===== src/rtl/lag_pkg.sv =====
package lag_pkg;
  // Strobes from control to datapath for one request cycle
  typedef struct packed {
    logic capture;  // a request is being accepted
    logic fault;    // that request targets an unconfigured context
  } agStrobe_t;
endpackage


===== src/rtl/lag_control.sv =====
module lag_control
  import lag_pkg::*;
#(
  parameter int NUM_CTX    = 4,
  parameter int NUM_COPIES = 4,
  parameter int CTX_W      = 2,
  parameter int TAG_W      = 2
) (
  input  logic             clk,
  input  logic             rst_n,
  input  logic             cfgWe,
  input  logic [CTX_W-1:0] cfgCtx,
  input  logic             reqValid,
  input  logic [CTX_W-1:0] reqCtx,
  input  logic             iterPulse,
  output agStrobe_t        strobe,
  output logic [TAG_W-1:0] tag
);
  localparam logic [TAG_W-1:0] LAST_TAG = TAG_W'(NUM_COPIES - 1);

  logic [NUM_CTX-1:0] configured;

  always_ff @(posedge clk) begin
    if (!rst_n) begin
      configured <= '0;
      tag        <= '0;
    end else begin
      if (cfgWe) configured[cfgCtx] <= 1'b1;
      if (iterPulse) tag <= (tag == LAST_TAG) ? '0 : tag + 1'b1;
    end
  end

  always_comb begin
    strobe.capture = reqValid;
    strobe.fault   = reqValid && !configured[reqCtx];
  end

  // tag never leaves the copy range
  a_r6_tag_in_range: assert property (@(posedge clk) disable iff (!rst_n)
    int'(tag) < NUM_COPIES);
  // tag holds without an iteration pulse
  a_r6_tag_holds: assert property (@(posedge clk) disable iff (!rst_n)
    !iterPulse |=> $stable(tag));
  // wrap from the last copy to zero
  a_r6_tag_wraps: assert property (@(posedge clk) disable iff (!rst_n)
    (iterPulse && tag == LAST_TAG) |=> tag == '0);
endmodule


===== src/rtl/lag_datapath.sv =====
module lag_datapath
  import lag_pkg::*;
#(
  parameter int NUM_CTX   = 4,
  parameter int NUM_LOOPS = 2,
  parameter int IDX_W     = 4,
  parameter int ADDR_W    = 10,
  parameter int SHIFT_W   = 3,
  parameter int CTX_W     = 2,
  parameter int SEL_W     = 2,
  parameter int TAG_W     = 2
) (
  input  logic                       clk,
  input  logic                       rst_n,
  input  logic                       cfgWe,
  input  logic [CTX_W-1:0]           cfgCtx,
  input  logic [SEL_W-1:0]           cfgSel0,
  input  logic [SEL_W-1:0]           cfgSel1,
  input  logic [IDX_W-1:0]           cfgOff0,
  input  logic [IDX_W-1:0]           cfgOff1,
  input  logic [SHIFT_W-1:0]         cfgShift0,
  input  logic [SHIFT_W-1:0]         cfgShift1,
  input  logic [ADDR_W-1:0]          cfgBase,
  input  logic [ADDR_W-1:0]          cfgStride,
  input  logic                       cfgRename,
  input  logic [NUM_LOOPS*IDX_W-1:0] loopIdx,
  input  logic [CTX_W-1:0]           reqCtx,
  input  logic [IDX_W-1:0]           reqUnroll,
  input  agStrobe_t                  strobe,
  input  logic [TAG_W-1:0]           tag,
  output logic                       addrValid,
  output logic [ADDR_W-1:0]          addrOut,
  output logic                       addrErr,
  output logic [TAG_W-1:0]           addrTag
);
  localparam int NUM_TERMS = 2;
  localparam logic [SEL_W-1:0] SEL_CONST = SEL_W'(NUM_LOOPS);

  logic [SEL_W-1:0]   selR   [NUM_CTX][NUM_TERMS];
  logic [IDX_W-1:0]   offR   [NUM_CTX][NUM_TERMS];
  logic [SHIFT_W-1:0] shiftR [NUM_CTX][NUM_TERMS];
  logic [ADDR_W-1:0]  baseR  [NUM_CTX];
  logic [ADDR_W-1:0]  strideR[NUM_CTX];
  logic               renameR[NUM_CTX];

  always_ff @(posedge clk) begin
    if (!rst_n) begin
      for (int c = 0; c < NUM_CTX; c++) begin
        for (int t = 0; t < NUM_TERMS; t++) begin
          selR[c][t]   <= '0;
          offR[c][t]   <= '0;
          shiftR[c][t] <= '0;
        end
        baseR[c]   <= '0;
        strideR[c] <= '0;
        renameR[c] <= 1'b0;
      end
    end else if (cfgWe) begin
      selR[cfgCtx][0]   <= cfgSel0;
      selR[cfgCtx][1]   <= cfgSel1;
      offR[cfgCtx][0]   <= cfgOff0;
      offR[cfgCtx][1]   <= cfgOff1;
      shiftR[cfgCtx][0] <= cfgShift0;
      shiftR[cfgCtx][1] <= cfgShift1;
      baseR[cfgCtx]     <= cfgBase;
      strideR[cfgCtx]   <= cfgStride;
      renameR[cfgCtx]   <= cfgRename;
    end
  end

  // One shift-add lane per index source
  logic [ADDR_W-1:0] termVal[NUM_TERMS];

  for (genvar t = 0; t < NUM_TERMS; t++) begin : g_term
    logic [IDX_W-1:0] idxVal;
    always_comb begin
      idxVal = '0;
      for (int l = 0; l < NUM_LOOPS; l++)
        if (selR[reqCtx][t] == SEL_W'(l)) idxVal = loopIdx[l*IDX_W +: IDX_W];
      if (selR[reqCtx][t] == SEL_CONST) idxVal = reqUnroll;
      termVal[t] = (ADDR_W'(idxVal) + ADDR_W'(offR[reqCtx][t])) << shiftR[reqCtx][t];
    end
  end

  logic [ADDR_W-1:0] renameOff;
  logic [ADDR_W-1:0] addrNext;

  always_comb begin
    renameOff = renameR[reqCtx] ? ADDR_W'(tag) * strideR[reqCtx] : '0;
    addrNext  = baseR[reqCtx] + termVal[0] + termVal[1] + renameOff;
  end

  always_ff @(posedge clk) begin
    if (!rst_n) begin
      addrValid <= 1'b0;
      addrOut   <= '0;
      addrErr   <= 1'b0;
      addrTag   <= '0;
    end else begin
      addrValid <= strobe.capture;
      addrErr   <= strobe.fault;
      if (strobe.capture) begin
        addrOut <= strobe.fault ? '0 : addrNext;
        addrTag <= tag;
      end
    end
  end

  // an error result always carries address zero
  a_r5_err_zero_addr: assert property (@(posedge clk) disable iff (!rst_n)
    addrErr |-> (addrValid && addrOut == '0));
endmodule


===== src/rtl/loop_addr_gen.sv =====
module loop_addr_gen
  import lag_pkg::*;
#(
  parameter int NUM_CTX    = 4,
  parameter int NUM_LOOPS  = 2,
  parameter int NUM_COPIES = 4,
  parameter int IDX_W      = 4,
  parameter int ADDR_W     = 10,
  parameter int SHIFT_W    = 3,
  localparam int CTX_W     = (NUM_CTX > 1) ? $clog2(NUM_CTX) : 1,
  localparam int SEL_W     = $clog2(NUM_LOOPS + 2),
  localparam int TAG_W     = (NUM_COPIES > 1) ? $clog2(NUM_COPIES) : 1
) (
  input  logic                       clk,
  input  logic                       rst_n,
  input  logic                       cfgWe,
  input  logic [CTX_W-1:0]           cfgCtx,
  input  logic [SEL_W-1:0]           cfgSel0,
  input  logic [SEL_W-1:0]           cfgSel1,
  input  logic [IDX_W-1:0]           cfgOff0,
  input  logic [IDX_W-1:0]           cfgOff1,
  input  logic [SHIFT_W-1:0]         cfgShift0,
  input  logic [SHIFT_W-1:0]         cfgShift1,
  input  logic [ADDR_W-1:0]          cfgBase,
  input  logic [ADDR_W-1:0]          cfgStride,
  input  logic                       cfgRename,
  input  logic [NUM_LOOPS*IDX_W-1:0] loopIdx,
  input  logic                       iterPulse,
  input  logic                       reqValid,
  input  logic [CTX_W-1:0]           reqCtx,
  input  logic [IDX_W-1:0]           reqUnroll,
  output logic                       addrValid,
  output logic [ADDR_W-1:0]          addrOut,
  output logic                       addrErr,
  output logic [TAG_W-1:0]           addrTag
);
  agStrobe_t        strobe;
  logic [TAG_W-1:0] tag;

  lag_control #(
    .NUM_CTX(NUM_CTX), .NUM_COPIES(NUM_COPIES), .CTX_W(CTX_W), .TAG_W(TAG_W)
  ) u_control (
    .clk(clk), .rst_n(rst_n), .cfgWe(cfgWe), .cfgCtx(cfgCtx),
    .reqValid(reqValid), .reqCtx(reqCtx), .iterPulse(iterPulse),
    .strobe(strobe), .tag(tag)
  );

  lag_datapath #(
    .NUM_CTX(NUM_CTX), .NUM_LOOPS(NUM_LOOPS), .IDX_W(IDX_W), .ADDR_W(ADDR_W),
    .SHIFT_W(SHIFT_W), .CTX_W(CTX_W), .SEL_W(SEL_W), .TAG_W(TAG_W)
  ) u_datapath (
    .clk(clk), .rst_n(rst_n), .cfgWe(cfgWe), .cfgCtx(cfgCtx),
    .cfgSel0(cfgSel0), .cfgSel1(cfgSel1), .cfgOff0(cfgOff0), .cfgOff1(cfgOff1),
    .cfgShift0(cfgShift0), .cfgShift1(cfgShift1), .cfgBase(cfgBase),
    .cfgStride(cfgStride), .cfgRename(cfgRename), .loopIdx(loopIdx),
    .reqCtx(reqCtx), .reqUnroll(reqUnroll), .strobe(strobe), .tag(tag),
    .addrValid(addrValid), .addrOut(addrOut), .addrErr(addrErr), .addrTag(addrTag)
  );

  // one result cycle per request, none without
  a_r2_valid_after_req: assert property (@(posedge clk) disable iff (!rst_n)
    reqValid |=> addrValid);
  a_r2_idle_no_valid: assert property (@(posedge clk) disable iff (!rst_n)
    !reqValid |=> !addrValid);
  // the reported tag is the one present before the request edge
  a_r8_tag_snapshot: assert property (@(posedge clk) disable iff (!rst_n)
    reqValid |=> addrTag == $past(tag));
endmodule


===== config.mk =====
export PLATFORM = sky130hd
export DESIGN_NAME = loop_addr_gen
export DESIGN_NICKNAME = d
export VERILOG_FILES = /design/src/rtl/lag_pkg.sv /design/src/rtl/lag_control.sv /design/src/rtl/lag_datapath.sv /design/src/rtl/loop_addr_gen.sv
export SDC_FILE = /design/constraint.sdc
export NUM_CORES = 1
export LEC_CHECK = 0
export BUFFER_PORTS_ARGS = -buffer_cell sky130_fd_sc_hd__buf_4
export CAP_MARGIN = 20
export CORE_MARGIN = 2
export CORE_UTILIZATION = 55
export CTS_CLUSTER_SIZE = 10
export DETAILED_ROUTE_END_ITERATION = 8
export MAX_ROUTING_LAYER = met4
export PLACE_DENSITY = 0.74
export REMOVE_ABC_BUFFERS = 1
export SLEW_MARGIN = 30
export SYNTH_ARGS = -nofsm -noshare
export SYNTH_HDL_FRONTEND = slang
export SYNTH_SLANG_ARGS = --single-unit

===== constraint.sdc =====
create_clock -name clk -period 18.15 [get_ports clk]
set_clock_uncertainty 0.15 [all_clocks]
set_input_delay 1.815 -clock clk [delete_from_list [all_inputs] [get_ports clk]]
set_output_delay 1.815 -clock clk [all_outputs]
set_load 0.01 [all_outputs]

==> flow_summary.yaml, run 1 <==
cts:
  cts_buffers: 17
  clkLatencyLatePin_ns: 0.43
  clockBufferDepth: 2
  cts.sinks: 176
  post_cts.repair.setup_buffers: 0
  clkTransAtPathRegs_ns: 0.06
  cts_tree: "done"
  htreeDepth: 4
  clockRootBuffer: "clkbuf_16"
  post_cts_resized: 0
  cts_hold_buf: 0
timing:
  final.min_clock_period_ns: 8.07
  report.final.slew_viol_count: 0
  tightest_slew_ns: 0.709
  rsz0062_at_grt: "no"
  relSlewSlack_pct: 52.8
  tns_ns: 0
  fmax_mhz: 124
  final_hold_viol_count: 0
  timing.final.crit_share_pct: 44.5
  setup_viol: 0
worst_setup_path:
  critical_path_arrival_ns: 8.29
  startpoint_type: "input pin"
  slowest_stage: "mux4_2"
  crit_path_end_kind: "register"
  cp_common_cell: "o21ai_0"
  critPathKind: "input pin to register"
  crit_path_max_incr_delay_ns: 0.68
  required_ns: 18.37
  cp_max_fo: 34
power_and_ir_drop:
  clock_power_share_pct: 30.2
  power_per_cell_area_nw_per_um2: 102
  power_frac_seq_pct: 42.9
  swShare_pct: 30.0
  power_frac_comb_pct: 26.9
  power.total_mw: 1.11
  switching_power_mw: 0.335
  leakagePower_nw: 4.39
  internal-power_mw: 0.780
  ir_worst_vdd_uv: 92.9
cells_and_area:
  area_growth_pct: 13.0
  final_cells: 1055
  multi_input_area_um2: 4260
  nFillCells: 1325
  final_cell_area_um2: 10900
  nets: 924
  finish.utilization_pct: 63.2
  diodes: 0
  seq_area_um2: 5050
  drive_gt1_share_pct: 19.3
die:
  fp.dieW_um: 136
  die-height_um: 136
  ios: 74
  fp-row-count: 48
  design.core.area_um2: 17200
  die-area_um2: 18600
  start_util_pct: 55.9
route:
  wl_per_cell_um: 19.7
  ant_nets: 0
  vias: 6125
  drt_iter0_markers: 529
  first_pass_iters: 5
  viasPerCell: 5.81
  drc: 0
  wl_um: 20800
synth:
  yosysUniqueCellTypes: 57
  syn_area_um2: 9630
  synth_compound_area_share_pct: 5.35
  synthMuxAreaShare_pct: 11.9
  synth_simple_gate_area_share_pct: 17.6
  synth_edf_count: 153
  synth_async_sr_flop_share_pct: 0
  synth_top_family_by_area: "simple AND/OR/NAND/NOR gates"
  synth.avg_cell_area_um2: 12.7
  synthXorXnorAreaFrac_pct: 1.33
  ys.warnings.count: 0
  synthAdderAreaFrac_pct: 7.74
  synth_flop_cell: "edfxtp_1"
  yosysSeqAreaShare_pct: 52.5
  syn-instance-count: 759
  synth_seq_cells: 176
worst_hold_path:
  hp-class: "register to register"
grt:
  gr-usage-all-layers_pct: 24.5
  grt_pass1_vias: 6446
  grt_max_degree: 44
  grt.overflow.total: 0
  antenna_found_initial: 0
  grt_pass1_wl_um: 32900
flow_run:
  max_cap_viol_count: 0
place:
  portBuffers: 73
  dp_cells: 1023
  dp_hpwl_um: 13500
  place.gp.congestion: 0.931
  place_area_um2: 10300
run_status:
  status: "complete, no violations"
[cells in the final DEF, fill, tap and decap left out, drive strengths merged, types with 2 or more instances in the layout]
cell | Yosys | layout
nand3b | 3 | 3
nand4 | 3 | 3
o21ai | 25 | 25
nor3 | 6 | 6
o21bai | 4 | 4
nor2b | 8 | 8
and2 | 154 | 154
o31ai | 2 | 2
ha | 26 | 26
xor2 | 3 | 3
or3b | 2 | 2
edfxtp | 153 | 153
mux2 | 3 | 3
nor3b | 2 | 2
nand2 | 34 | 34
clkinv | 0 | 9
or3 | 3 | 3
xnor2 | 9 | 9
nand2b | 19 | 19
clkbuf | 30 | 18
a21oi | 29 | 29
dfxtp | 23 | 23
a21o | 10 | 10
buf | 9 | 78
nor2 | 25 | 25
nand3 | 9 | 9
fa | 21 | 21
mux2i | 19 | 19
and3 | 23 | 23
mux4 | 40 | 40
inv | 44 | 49
[power groups by stage]
stage | registers [mW] | logic (mW) | clock network [mW]
floorplan | 0.484 | 0.212 | 0
CTS | 0.479 | 0.297 | 0.339
global route | 0.481 | 0.337 | 0.355
global placement | 0.485 | 0.285 | 0
detailed placement | 0.488 | 0.295 | 0
finish | 0.478 | 0.300 | 0.337
[flip-flops by register name (all words and copies together), names as in the netlist]
register	count
u_control.configured	4
u_control.tag	2
u_datapath.addrErr	1
u_datapath.addrOut	10
u_datapath.addrTag	2
u_datapath.addrValid	1
u_datapath.baseR	40
u_datapath.offR	32
u_datapath.renameR	4
u_datapath.selR	16
u_datapath.shiftR	24
u_datapath.strideR	40
[worst paths after layout]
path / start / end / slack, ns / cells past startpoint
worst max-delay path: reqCtx[0] / u_datapath.addrOut[9]$_SDFFE_PN0P_ / 10.08 / 25
worst min-delay path: u_control.configured[0]$_SDFFE_PN0P_ / u_control.configured[0]$_SDFFE_PN0P_ / 0.31 / 1
worst max register to register: u_datapath.selR[3][0]$_SDFFCE_PN0P_ / u_datapath.addrOut[9]$_SDFFE_PN0P_ / 12.04 / 23
worst min register to register: u_control.configured[0]$_SDFFE_PN0P_ / u_control.configured[0]$_SDFFE_PN0P_ / 0.31 / 1
[kinds of logic after synthesis]
family | Yosys count
compound gates | 84
mux | 62
xor+xnor | 13
simple gates | 294
flops | 176
fa+ha+maj | 47
buf+inv | 83
[through the flow]
step | setup slack (ns) | hold slack, ns
after global routing | 9.60 | 0.326
after floorplan | 11.02 | 0.268
final | 10.08 | 0.309
after CTS | 10.07 | 0.308
after global placement | 9.79 | 0.281
after detailed placement | 9.62 | 0.288
[routing by layer]
metal | track usage [%] | share of wire (%)
met5 | - | 0
met2 | 40.0 | 50
met1 | 31.4 | 43
met4 | 8.62 | 2.0
met3 | 3.77 | 5.0
[synthesized netlist by cell type (2+ instances only)]
cell type	number	area, µm²
a21oi_1	29	145
and3_1	23	144
buf_2	5	25.0
mux4_1	5	131
xnor2_1	9	78.8
nor2b_1	8	50.1
nor3_1	6	30.0
a21o_1	10	75.1
or3_1	3	18.8
nand2b_1	19	119
xor2_1	3	26.3
nand3_1	9	45.0
o31ai_1	2	15.0
o21bai_1	4	30.0
dfxtp_1	23	460
ha_1	26	325
inv_1	43	161
o21ai_0	24	120
nor3b_1	2	15.0
edfxtp_1	153	4590
nand4_1	3	18.8
nor2_1	25	93.8
clkbuf_1	30	113
nand3b_1	3	22.5
fa_1	21	420
nand2_1	34	128
mux4_2	35	788
mux2i_1	19	190
buf_6	2	22.5
and2_1	154	963
[critical path: cells and delay by family]
family	cells	cell delay (ns)
and+or+nand+nor	4	0.82
muxes	3	1.01
AOI/OAI and AO/OA	8	1.44
adders and majority gates	4	1.68
buffers and inverters	4	0.88
xor gates and xnor gates	2	0.62
[area by class of cell]
cell class	instances	share of cell area, %
Clock inverter	14	0.989
Clock buffer	18	3.94
Inverter	44	1.52
Multi-Input combinational cell	500	39.1
Tap cell	225	2.59
Timing Repair Buffer	78	5.38
Sequential cell	176	46.4
Note: power is estimated with default switching activity, not from simulation.
==> inputs of run 2 (changes only) <==
==> constraint.sdc (replaced) <==
create_clock -name clk -period 7.55 [get_ports clk]
set_clock_uncertainty 0.15 [all_clocks]
set_input_delay 0.755 -clock clk [delete_from_list [all_inputs] [get_ports clk]]
set_output_delay 0.755 -clock clk [all_outputs]
set_load 0.01 [all_outputs]
==> run 2 against run 1 <==
- die area did not move
- via count fell by 1.1%
- total power up 150%
- clock-buffer cell count shrank 1
- combinational power grew 140%
- critical path depth fell by 1
- final area is 0.53% higher
- first-iteration DRC count fell by 7.9%
- final cell count is essentially flat
- routed wire length increased by 1.2%
- clock power rose to 2.6 times the previous value
- non-clock buffer count increased by 1
==> flow_summary.yaml, run 2 (same netlist as run 1, synthesis figures left out) <==
cts:
  cts_buffers: 17
  clkLatencyLatePin_ns: 0.43
  post_cts.repair.setup_buffers: 0
  cts_tree: "done"
  cts_hold_buf: 0
  clkTransAtPathRegs_ns: 0.07
  htreeDepth: 4
  clockRootBuffer: "clkbuf_16"
  post_cts_resized: 0
  cts.sinks: 176
  clockBufferDepth: 2
grt:
  antenna_found_initial: 0
  grt_pass1_wl_um: 33300
  grt_pass1_vias: 6377
  grt.overflow.total: 0
  gr-usage-all-layers_pct: 25.0
  grt_max_degree: 44
power_and_ir_drop:
  clock_power_share_pct: 31.6
  switching_power_mw: 0.820
  ir_worst_vdd_uv: 186
  internal-power_mw: 1.92
  power_per_cell_area_nw_per_um2: 250
  power_frac_seq_pct: 42.0
  power_frac_comb_pct: 26.3
  swShare_pct: 30.0
  leakagePower_nw: 4.41
timing:
  rsz0062_at_grt: "no"
  setup_viol: 0
  finalWorstSetupSlack_ns: 1.20
  timing.final.crit_share_pct: 84.1
  tightest_slew_ns: 0.938
  report.final.slew_viol_count: 0
  relSlewSlack_pct: 37.3
  fmax_mhz: 157
  final_hold_viol_count: 0
  final.min_clock_period_ns: 6.35
  tns_ns: 0
worst_setup_path:
  crit_path_max_incr_delay_ns: 0.53
  critPathKind: "input pin to register"
  critical_path_arrival_ns: 6.58
  cp_common_cell: "o21ai_0"
  startpoint_type: "input pin"
  critPathBufInv: 3
  cp_max_fo: 27
  path_cells: "buf_4 -> mux4_2 -> nor2b_1 -> nand2_1 -> o21ai_0 -> ha_1 -> a21o_1 -> a21oi_1 -> xor2_1 -> mux2i_1 -> mux2i_1 -> o21ai_0 -> fa_1 -> inv_1 -> fa_1 -> inv_1 -> ha_1 -> o21ai_0 -> a21oi_1 -> o21a_1 -> a311o_1 -> xnor3_1 -> or3b_1 -> nand3_1"
  slowest_stage: "fa_1"
  required_ns: 7.77
  cp_top_family: "adder cells"
  crit_path_end_kind: "register"
die:
  ios: 74
  fp-row-count: 48
  design.core.area_um2: 17200
  die-height_um: 136
  die-area_um2: 18600
  start_util_pct: 55.9
  fp.dieW_um: 136
cells_and_area:
  final_cell_mix: "154 x and2_1, 153 x edfxtp_1, 78 x buf_4"
  nFillCells: 1292
  diodes: 0
  final_common_cell: "and2_1"
  area_growth_pct: 13.6
  nets: 925
  final_cell_area_um2: 10900
  drive_gt1_share_pct: 19.4
  largest_registers: "u_datapath.baseR: 40 flops, u_datapath.strideR: 40 flops, u_datapath.offR: 32 flops"
route:
  wl_um: 21000
  ant_nets: 0
  wl_per_cell_um: 19.9
  viasPerCell: 5.73
  first_pass_iters: 5
  drt_iter0_markers: 487
  drc: 0
  vias: 6056
place:
  place_area_um2: 10400
  place_ws_ns: 0.811
  place.gp.congestion: 0.890
  portBuffers: 73
  dp_hpwl_um: 13900
worst_hold_path:
  hp-class: "register to register"
flow_run:
  max_cap_viol_count: 0
run_status:
  status: "complete, no violations"
==> run 2: cell count changes in the layout (fill, tap and decap cells not counted), sizes merged <==
| cell | previous run | this run |
|---|---|---|
| buf | 78 | 79 |
| bufinv | 0 | 1 |
| clkbuf | 18 | 17 |
| clkinv | 9 | 4 |
| inv | 49 | 51 |
| clkinvlp | 0 | 3 |
==> run 2: power by group through the flow <==
stage,Combinational (mW),Clock [mW],Sequential [mW]
after floorplan,0.509,0,1.16
after global placement,0.690,0,1.17
after detailed placement,0.713,0,1.17
after CTS,0.716,0.873,1.15
after global routing,0.802,0.916,1.16
final,0.720,0.865,1.15
==> run 2: path summary, 6_finish.rpt <==
kind	from	end	slack (ns)	cells past startpoint
worst min register to register	u_control.configured[1]$_SDFFE_PN0P_	u_control.configured[1]$_SDFFE_PN0P_	0.30	1
worst max register to register	u_datapath.selR[3][0]$_SDFFCE_PN0P_	u_datapath.addrOut[9]$_SDFFE_PN0P_	1.42	23
worst min-delay path	u_control.configured[1]$_SDFFE_PN0P_	u_control.configured[1]$_SDFFE_PN0P_	0.30	1
worst max-delay path	reqCtx[1]	u_datapath.addrOut[9]$_SDFFE_PN0P_	1.20	24
==> run 2: through the flow <==
stage	instances	hold slack, ns	util, %	power (mW)
finish	1056	0.305	63.5	2.74
floorplan	720	0.268	-	1.67
CTS	1056	0.302	63.5	2.74
global route	1056	0.318	63.5	2.87
detailed placement	1024	0.287	60.1	1.88
global placement	1024	0.275	60.0	1.86
==> run 2: per-layer routing <==
| layer | share of wire [%] | global-route usage [%] | wire [µm] | up-vias |
|---|---|---|---|---|
| met5 | 0 | - | 0 | - |
| met1 | 45 | 32.1 | 9450 | 3041 |
| met3 | 4.2 | 4.66 | 885 | 24 |
| met2 | 49 | 40.7 | 10300 | 160 |
| met4 | 1.8 | 7.64 | 371 | 0 |
| li1 | - | - | - | 2831 |
==> run 2: area by class of cell <==
| class | instances | area [µm²] | area share [%] |
|---|---|---|---|
| Clock buffer | 17 | 425 | 3.89 |
| Clock inverter | 15 | 151 | 1.38 |
| Inverter | 44 | 165 | 1.51 |
| Multi-Input combinational cell | 500 | 4260 | 38.9 |
| Sequential cell | 176 | 5050 | 46.2 |
| Tap cell | 225 | 282 | 2.57 |
| Timing Repair Buffer | 79 | 606 | 5.53 |
